[config.mk]
export PLATFORM = sky130hd
export DESIGN_NAME = ebus_arbiter
export DESIGN_NICKNAME = d
export VERILOG_FILES = /design/src/rtl/ebus_arb_pkg.sv /design/src/rtl/ebus_dma_urgency.sv /design/src/rtl/ebus_arb_pick.sv /design/src/rtl/ebus_arbiter.sv
export SDC_FILE = /design/constraint.sdc
export NUM_CORES = 1
export LEC_CHECK = 0
export ABC_AREA = 1
export BUFFER_PORTS_ARGS = -buffer_cell sky130_fd_sc_hd__buf_4
export CAP_MARGIN = 10
export CORE_MARGIN = 4
export CORE_UTILIZATION = 25
export DETAILED_ROUTE_END_ITERATION = 16
export PLACE_DENSITY = 0.58
export SKIP_CTS_REPAIR_TIMING = 1
export SLEW_MARGIN = 20
export SYNTH_ARGS = -nofsm -noshare
export SYNTH_HDL_FRONTEND = slang
export SYNTH_SLANG_ARGS = --single-unit
[constraint.sdc]
create_clock -name clk -period 1.25 [get_ports clk]
set_input_delay 0.25 -clock clk [delete_from_list [all_inputs] [get_ports clk]]
set_output_delay 0.25 -clock clk [all_outputs]
set_load 0.05 [all_outputs]
[src/rtl/ebus_arb_pkg.sv]
package ebus_arb_pkg;

    // Fixed bit positions inside the grant vector
    localparam int GNT_LOCK = 0;
    localparam int GNT_FILL = 1;
    localparam int GNT_CORE = 2;
    localparam int GNT_DMA0 = 3;
    localparam int GNT_FIXED = 3;

    // Reason the current owner keeps the bus
    typedef enum logic [1:0] {
        HOLD_NONE = 2'd0,
        HOLD_LOCK = 2'd1,
        HOLD_FILL = 2'd2
    } hold_e;

endpackage

[src/rtl/ebus_dma_urgency.sv]
module ebus_dma_urgency (
    input  logic clk,
    input  logic rst_n,
    input  logic is_rx,
    input  logic fifo_empty,
    input  logic fifo_full,
    input  logic tx_req,
    input  logic rx_valid,
    input  logic force_urg,
    output logic urgent
);

    typedef struct packed {
        logic urg;
    } urg_state_t;

    urg_state_t s_d, s_q;
    logic underrun_risk;
    logic overrun_risk;

    always_comb begin
        underrun_risk = !is_rx && fifo_empty && tx_req;
        overrun_risk  = is_rx && fifo_full && rx_valid;
        s_d.urg       = force_urg || underrun_risk || overrun_risk;
    end

    always_ff @(posedge clk or negedge rst_n) begin
        if (!rst_n) s_q <= '0;
        else        s_q <= s_d;
    end

    assign urgent = s_q.urg;

    // a starving transmit FIFO raises urgency on the next edge
    assert_tx_urgent_R6: assert property (@(posedge clk) disable iff (!rst_n)
        (!is_rx && fifo_empty && tx_req) |=> urgent);

    // a full receive FIFO with a new sample raises urgency
    assert_rx_urgent_R7: assert property (@(posedge clk) disable iff (!rst_n)
        (is_rx && fifo_full && rx_valid) |=> urgent);

    // a transmit channel with data in its FIFO and no override is not urgent
    assert_tx_clear_R8: assert property (@(posedge clk) disable iff (!rst_n)
        (!force_urg && !is_rx && !fifo_empty) |=> !urgent);

    // the override bit always yields urgency
    assert_force_R9: assert property (@(posedge clk) disable iff (!rst_n)
        force_urg |=> urgent);

endmodule

[src/rtl/ebus_arb_pick.sv]
module ebus_arb_pick #(
    parameter int N_DMA = 2
) (
    input  logic             lock_req,
    input  logic             fill_req,
    input  logic             core_req,
    input  logic [N_DMA-1:0] dma_req,
    input  logic [N_DMA-1:0] dma_urg,
    output logic [N_DMA+2:0] win
);
    import ebus_arb_pkg::*;

    logic [N_DMA-1:0] urg_req;
    logic [N_DMA-1:0] urg_sel;
    logic [N_DMA-1:0] plain_sel;

    always_comb begin
        urg_req   = dma_req & dma_urg;
        // Isolate the lowest set bit: lowest channel index wins
        urg_sel   = urg_req & (~urg_req + N_DMA'(1));
        plain_sel = dma_req & (~dma_req + N_DMA'(1));

        win = '0;
        if (lock_req) begin
            win[GNT_LOCK] = 1'b1;
        end else if (|urg_req) begin
            win[GNT_DMA0 +: N_DMA] = urg_sel;
        end else if (fill_req) begin
            win[GNT_FILL] = 1'b1;
        end else if (core_req) begin
            win[GNT_CORE] = 1'b1;
        end else if (|dma_req) begin
            win[GNT_DMA0 +: N_DMA] = plain_sel;
        end
    end

endmodule

[src/rtl/ebus_arbiter.sv]
module ebus_arbiter #(
    parameter int N_DMA      = 2,
    parameter int FILL_BEATS = 8
) (
    input  logic               clk,
    input  logic               rst_n,
    input  logic               lock_req,
    input  logic               fill_req,
    input  logic               core_req,
    input  logic [N_DMA-1:0]   dma_req,
    input  logic [N_DMA-1:0]   dma_fifo_empty,
    input  logic [N_DMA-1:0]   dma_fifo_full,
    input  logic [N_DMA-1:0]   dma_is_rx,
    input  logic [N_DMA-1:0]   per_tx_req,
    input  logic [N_DMA-1:0]   per_rx_valid,
    input  logic               cfg_force_urgent,
    output logic [N_DMA+2:0]   grant,
    output logic [N_DMA-1:0]   dma_urgent
);
    import ebus_arb_pkg::*;

    localparam int GW = N_DMA + GNT_FIXED;
    localparam int BW = (FILL_BEATS > 2) ? $clog2(FILL_BEATS) : 1;
    localparam int RW = $clog2(FILL_BEATS + 1);

    typedef struct packed {
        logic [GW-1:0] gnt;
        logic [BW-1:0] beats;
    } arb_state_t;

    arb_state_t       s_d, s_q;
    hold_e            hold;
    logic [GW-1:0]    win;
    logic [N_DMA-1:0] urg_q;

    // Per-channel urgency generators
    for (genvar ch = 0; ch < N_DMA; ch++) begin : g_urg
        ebus_dma_urgency u_urg (
            .clk        (clk),
            .rst_n      (rst_n),
            .is_rx      (dma_is_rx[ch]),
            .fifo_empty (dma_fifo_empty[ch]),
            .fifo_full  (dma_fifo_full[ch]),
            .tx_req     (per_tx_req[ch]),
            .rx_valid   (per_rx_valid[ch]),
            .force_urg  (cfg_force_urgent),
            .urgent     (urg_q[ch])
        );
    end

    ebus_arb_pick #(.N_DMA(N_DMA)) u_pick (
        .lock_req (lock_req),
        .fill_req (fill_req),
        .core_req (core_req),
        .dma_req  (dma_req),
        .dma_urg  (urg_q),
        .win      (win)
    );

    always_comb begin
        if (s_q.gnt[GNT_LOCK] && lock_req)
            hold = HOLD_LOCK;
        else if (s_q.gnt[GNT_FILL] && (s_q.beats != '0))
            hold = HOLD_FILL;
        else
            hold = HOLD_NONE;

        s_d = s_q;
        unique case (hold)
            HOLD_LOCK: s_d.beats = '0;
            HOLD_FILL: s_d.beats = s_q.beats - BW'(1);
            default: begin
                s_d.gnt   = win;
                s_d.beats = win[GNT_FILL] ? BW'(FILL_BEATS - 1) : '0;
            end
        endcase
    end

    always_ff @(posedge clk or negedge rst_n) begin
        if (!rst_n) s_q <= '0;
        else        s_q <= s_d;
    end

    assign grant      = s_q.gnt;
    assign dma_urgent = urg_q;

    // Length of the current fill ownership, for the hold check
    logic [RW-1:0] fill_run_q;
    always_ff @(posedge clk or negedge rst_n) begin
        if (!rst_n)
            fill_run_q <= '0;
        else if (grant[GNT_FILL])
            fill_run_q <= (fill_run_q == RW'(FILL_BEATS)) ? fill_run_q : fill_run_q + RW'(1);
        else
            fill_run_q <= '0;
    end

    // never more than one owner
    assert_onehot_R1: assert property (@(posedge clk) disable iff (!rst_n)
        $onehot0(grant));

    // nothing held and nothing requested leaves the bus idle
    assert_idle_R2: assert property (@(posedge clk) disable iff (!rst_n)
        (hold == HOLD_NONE && !lock_req && !fill_req && !core_req && dma_req == '0)
        |=> (grant == '0));

    // a locked owner keeps the bus while it still asks
    assert_lock_hold_R3: assert property (@(posedge clk) disable iff (!rst_n)
        (grant[GNT_LOCK] && lock_req) |=> grant[GNT_LOCK]);

    // an urgent requesting channel beats fills and plain core accesses
    assert_urgent_wins_R5: assert property (@(posedge clk) disable iff (!rst_n)
        (hold == HOLD_NONE && !lock_req && (dma_req & dma_urgent) != '0)
        |=> (!grant[GNT_FILL] && !grant[GNT_CORE]));

    // a fill is not cut short
    assert_fill_hold_R10: assert property (@(posedge clk) disable iff (!rst_n)
        (grant[GNT_FILL] && fill_run_q < RW'(FILL_BEATS - 1)) |=> grant[GNT_FILL]);

endmodule

==> results.sh, run 1 <==
export IMPL_syn_area_um2=608
export IMPL_cp_data_required_time_ns=1.00
export IMPL_syn_to_final_growth_pct=32.3
export IMPL_initial_core_util_pct=27.0
export IMPL_crit_type="register to primary output"
export IMPL_p_total_w=0.000877
export IMPL_peakVddDrop_mv=0.350
export IMPL_hpwlAfterDp_um=1090
export IMPL_drt_iter0_drc=14
export IMPL_postPlaceCellArea_um2=771
export IMPL_end_kind="primary output"
export IMPL_route_antenna_remaining_nets=0
export IMPL_p_clk_share_pct=25.4
export IMPL_num_antenna_cells=0
export IMPL_netSwitchingFraction_pct=34.7
export IMPL_grt_pass1_wl_um=2210
export IMPL_crit_buf_inv=1
export IMPL_finClkSkew_ns=0.00359
export IMPL_p_int_w=0.000572
export IMPL_layout_min_cycle_time_ns=1.18
export IMPL_grt_pass1_vias=535
export IMPL_final_design_area_no_fill_um2=805
export IMPL_dieArea_um2=3290
export IMPL_wirelength_um=1260
export IMPL_cp_start_kind="register"
export IMPL_crit_path_top_delay_cell="dfrtp_2"
export IMPL_power_frac_comb_pct=32.0
export IMPL_hold_viol_final=0
export IMPL_synthCells=79
export IMPL_coreArea_um2=2250
export IMPL_p_switching_w=0.000305
export IMPL_status="completed"
export IMPL_drt_pre_antenna_iters=4
export IMPL_ys_seq_area_share_pct=41.2
export IMPL_clock_fmax_ghz=0.851
export IMPL_cts_buffers=3
export IMPL_core_rowCount=17
export IMPL_place_congestion=0.853
export IMPL_yosysWarnings=0
export IMPL_final_cell_mix="nand2_1 (26), buf_4 (24), inv_1 (10)"
export IMPL_final_nets=122
export IMPL_num_vias=537
export IMPL_maxSlewHeadroom_pct=86.0
export IMPL_slew_violations=0
export IMPL_setup_viol=0
export IMPL_gr_total_overflow=0
export IMPL_vias_per_cell=4.20
export IMPL_remaining_drc_errors=0
export IMPL_drt_wirelength_per_cell_um=9.87
export IMPL_io_pins=25
export IMPL_synth_net_count=99
export IMPL_layout_cells_non_filler=128
export IMPL_critPathArrivalTime_ns=0.93
export IMPL_clkTransAtPathRegs_ns=0.07
export IMPL_ys_ff_latch=10
export IMPL_cpLargestDelayFamily="flip-flops"
export IMPL_rr_worst_depth=7
export IMPL_path_cells="buf_4"
export IMPL_mostFrequentLayoutCell="nand2_1"
export IMPL_cts_max_level=1
export IMPL_period_share_pct=94.0
export IMPL_antenna_found_initial=0
export IMPL_seq_power_share_pct=42.6
export IMPL_cts_root_buffer="clkbuf_4"
export IMPL_syn_area_per_cell_um2=7.70
export IMPL_grt_max_degree=11
export IMPL_cap_violations=0
export IMPL_grt_use_total_pct=8.88
export IMPL_cp_max_fo=5
export IMPL_timing_setup_tns_ns=0
export IMPL_synth_cell_types=15
export IMPL_leakagePower_nw=0.467
export IMPL_path_depth=1
export IMPL_tightest_slew_ns=0.210
export IMPL_clk_latency_ns=0.27
export IMPL_drive_gt1_share_pct=36.0
export IMPL_portBuffers=24
export IMPL_rsz0062_at_grt="no"
export IMPL_dieHeight_um=57.3
export IMPL_hold_class="input pin to register"
export IMPL_clock_path_buffers=2
export IMPL_cpPeakStageDelay_ns=0.46
export IMPL_power_density_nw_per_um2=1090
export IMPL_cts_tree="yes"
export IMPL_die_w_um=57.3
export IMPL_whs_path_depth=2
export IMPL_cts_sinks=10
export IMPL_dp_cells=124
## stage by stage
stage / hold WS, ns / util, % / setup WS, ns
floorplan: -0.0456 / - / 0.225
global placement: 0.0851 / 34.2 / 0.175
detailed placement: 0.0859 / 34.2 / 0.157
CTS: -0.208 / 35.2 / 0.00221
global route: 0.191 / 35.7 / 0.0288
finish: 0.190 / 35.7 / 0.0746
## synthesized netlist by cell type
cell,instances,share of area (%)
inv_2,2,1.2
nand2_1,26,16
nand3b_1,1,1.2
a21oi_2,1,1.4
nand3_1,7,5.8
a21oi_1,1,0.82
dfrtp_1,10,41
nor2_1,4,2.5
nand2_4,3,5.6
o211ai_1,2,2.5
nand2_2,2,2.1
ha_1,2,4.1
buf_4,7,8.6
o21ai_0,1,0.82
inv_1,10,6.2
## cell type report
class / count / area (um2)
Fill cell: 250 / 1450
Multi-Input combinational cell: 50 / 260
Sequential cell: 10 / 251
Timing Repair Buffer: 25 / 190
Inverter: 12 / 45.0
Tap cell: 28 / 35.0
Clock buffer: 3 / 22.5
## cells by family (layout without fill, tap and decap cells)
family          Yosys count  count (layout)  share of synthesized area (%)
simple gates             43              43                           33.1
buf+inv                  19              40                           16.1
flops                    10              10                           41.2
compound gates            5               5                           5.55
fa+ha+maj                 2               2                           4.11
## power groups by stage
| stage | Sequential [W] | Clock [W] | Combinational [W] |
|---|---|---|---|
| floorplan | 0.000373 | 0 | 0.000208 |
| finish | 0.000373 | 0.000223 | 0.000280 |
| global placement | 0.000377 | 0 | 0.000276 |
| detailed placement | 0.000379 | 0 | 0.000282 |
| global route | 0.000378 | 0.000251 | 0.000311 |
| CTS | 0.000373 | 0.000232 | 0.000282 |
## registers in the layout, summed over array words and instances, names as in the netlist
name	flops
s_q	3
g_urg.u_urg.urgent	2
grant	5
## routing by layer
| metal | vias up | part of all wire, % | GRT usage [%] |
|---|---|---|---|
| li1 | 278 | - | - |
| met1 | 237 | 38 | 9.45 |
| met2 | 20 | 51 | 14.7 |
| met3 | 2 | 8.6 | 3.85 |
| met4 | 0 | 1.3 | 4.97 |
| met5 | - | 0 | 0 |
## path summary, 6_finish.rpt
kind,startpoint,end,slack (ns)
min in group asynchronous,rst_n,g_urg[0].u_urg.urgent,0.34
max reg2reg,s_q[0],grant[1],0.14
max,grant[1],grant[1],0.07
max in group asynchronous,rst_n,grant[1],0.75
min reg2reg,grant[2],grant[2],0.48
min,dma_is_rx[0],g_urg[0].u_urg.urgent,0.19
Note: power is estimated with default switching activity, not from simulation.
==> inputs of run 2 (changes only) <==
CTS_BUF_LIST = sky130_fd_sc_hd__clkbuf_8   (was not set)
HOLD_SLACK_MARGIN = 0.06   (was not set)
SLEW_MARGIN = 25   (was 20)
==> run 2 against run 1 <==
Against the previous run:
- first-iteration DRC count shrank 14%
- register-to-register slack is essentially flat
- die area is the same
- core utilization grew 0.78 points
- worst hold slack gained 0.040 ns
- largest power group unchanged
==> results.sh, run 2 (same netlist as run 1, synthesis figures left out) <==
export IMPL_drt_iter0_drc=12
export IMPL_largest_register_ffs=5
export IMPL_leakagePower_nw=0.476
export IMPL_slew_violations=0
export IMPL_timing_setup_tns_ns=0
export IMPL_grt_pass1_vias=538
export IMPL_cap_violations=0
export IMPL_clock_fmax_ghz=0.836
export IMPL_core_rowCount=17
export IMPL_dieArea_um2=3290
export IMPL_initial_core_util_pct=27.0
export IMPL_vias_per_cell=4.27
export IMPL_clk_latency_ns=0.23
export IMPL_layout_min_cycle_time_ns=1.20
export IMPL_route_antenna_remaining_nets=0
export IMPL_drt_pre_antenna_iters=4
export IMPL_worst_r2r_setup_slack_ns=0.15
export IMPL_wirelength_um=1290
export IMPL_period_share_pct=95.7
export IMPL_hold_class="input pin to register"
export IMPL_grt_max_degree=11
export IMPL_final_nets=122
export IMPL_crit_type="register to primary output"
export IMPL_fin_ws_ns=0.0541
export IMPL_dp_slack_ns=0.157
export IMPL_cts_buffers=3
export IMPL_cts_sinks=10
export IMPL_clock_path_buffers=2
export IMPL_finClkSkew_ns=0.00101
export IMPL_tightest_slew_ns=0.244
export IMPL_maxSlewHeadroom_pct=83.8
export IMPL_syn_to_final_growth_pct=35.2
export IMPL_crit_path_top_delay_cell="dfrtp_1"
export IMPL_hpwlAfterDp_um=1090
export IMPL_p_total_w=0.000980
export IMPL_grt_use_total_pct=8.79
export IMPL_cp_start_kind="register"
export IMPL_cpPeakStageDelay_ns=0.47
export IMPL_fillers=248
export IMPL_num_antenna_cells=0
export IMPL_critPathArrivalTime_ns=0.95
export IMPL_status="completed"
export IMPL_cts_root_buffer="clkbuf_8"
export IMPL_final_cell_mix="nand2_1 (26), buf_4 (24), inv_1 (10), dfrtp_1 (10), nand3_1 (7)"
export IMPL_power_density_nw_per_um2=1190
export IMPL_die_w_um=57.3
export IMPL_setup_viol=0
export IMPL_drive_gt1_share_pct=35.0
export IMPL_hold_viol_final=0
export IMPL_place_congestion=0.853
export IMPL_cts_max_level=1
export IMPL_cpLargestDelayFamily="flip-flops"
export IMPL_coreArea_um2=2250
export IMPL_gr_total_overflow=0
export IMPL_clkTransAtPathRegs_ns=0.05
export IMPL_num_vias=547
export IMPL_antenna_found_initial=0
export IMPL_drt_wirelength_per_cell_um=10.0
export IMPL_portBuffers=24
export IMPL_mostFrequentLayoutCell="nand2_1"
export IMPL_grt_pass1_wl_um=2210
export IMPL_ff_latch_area_um2=250
export IMPL_io_pins=25
export IMPL_cp_max_fo=5
export IMPL_cts_tree="yes"
export IMPL_multi_input_area_um2=260
export IMPL_peakVddDrop_mv=0.426
export IMPL_crit_buf_inv=1
export IMPL_remaining_drc_errors=0
export IMPL_dieHeight_um=57.3
export IMPL_end_kind="primary output"
export IMPL_rsz0062_at_grt="no"
export IMPL_path_cells="buf_4"
export IMPL_cp_data_required_time_ns=1.00
## run 2: cell types whose count changed in the layout (fill, tap and decap cells not counted)
cell / change
clkbuf_4: -3
clkbuf_8: +3
dfrtp_1: +1
dfrtp_2: -1
## run 2: layout make-up
type | instances | area share [%]
inverters | 12 | 5.48
clock buffers | 3 | 5.02
repair buffers | 25 | 23.1
flip-flops and latches | 10 | 30.4
multi-input cells | 50 | 31.7
well taps | 28 | 4.26
## run 2: worst register-to-register path: stages (launching register included)
cell and delay (ns):
dfrtp_1 0.36, inv_1 0.09, ha_1 0.20, nand2_4 0.08
nand2_4 0.09, nand2_4 0.07, nand2_1 0.06, nand2_1 0.05
## run 2: routing by layer
| layer | part of all wire, % | track usage, % | vias to the layer above |
|---|---|---|---|
| met4 | 1.3 | 3.97 | 0 |
| met1 | 39 | 9.59 | 242 |
| li1 | - | - | 281 |
| met3 | 8.5 | 3.85 | 4 |
| met5 | 0 | 0 | - |
| met2 | 51 | 14.7 | 20 |
## run 2: power breakdown
group          internal (W)  switching, W
Sequential         0.000353     0.0000203
Clock              0.000210      0.000115
Combinational      0.000108      0.000173
## run 2: worst paths after layout
check / depth (start not counted) / from / end
hold / removal: 2 / dma_is_rx[0] / g_urg[0].u_urg.urgent
setup / recovery: 1 / grant[1] / grant[1]
min in group asynchronous: 2 / rst_n / g_urg[0].u_urg.urgent
setup reg to reg: 7 / s_q[0] / grant[1]
max in group asynchronous: 2 / rst_n / grant[1]
hold reg to reg: 2 / grant[2] / grant[2]
## run 2: per-stage QoR
step	cells	util [%]	hold slack (ns)	instance area [um2]
2_1_floorplan	79	-	-0.0456	608
3_3_place_gp	124	34.2	0.0851	771
3_5_place_dp	124	34.2	0.0859	771
4_1_cts	127	36.0	-0.160	812
5_1_grt	128	36.5	0.240	822
6_report	128	36.5	0.229	822
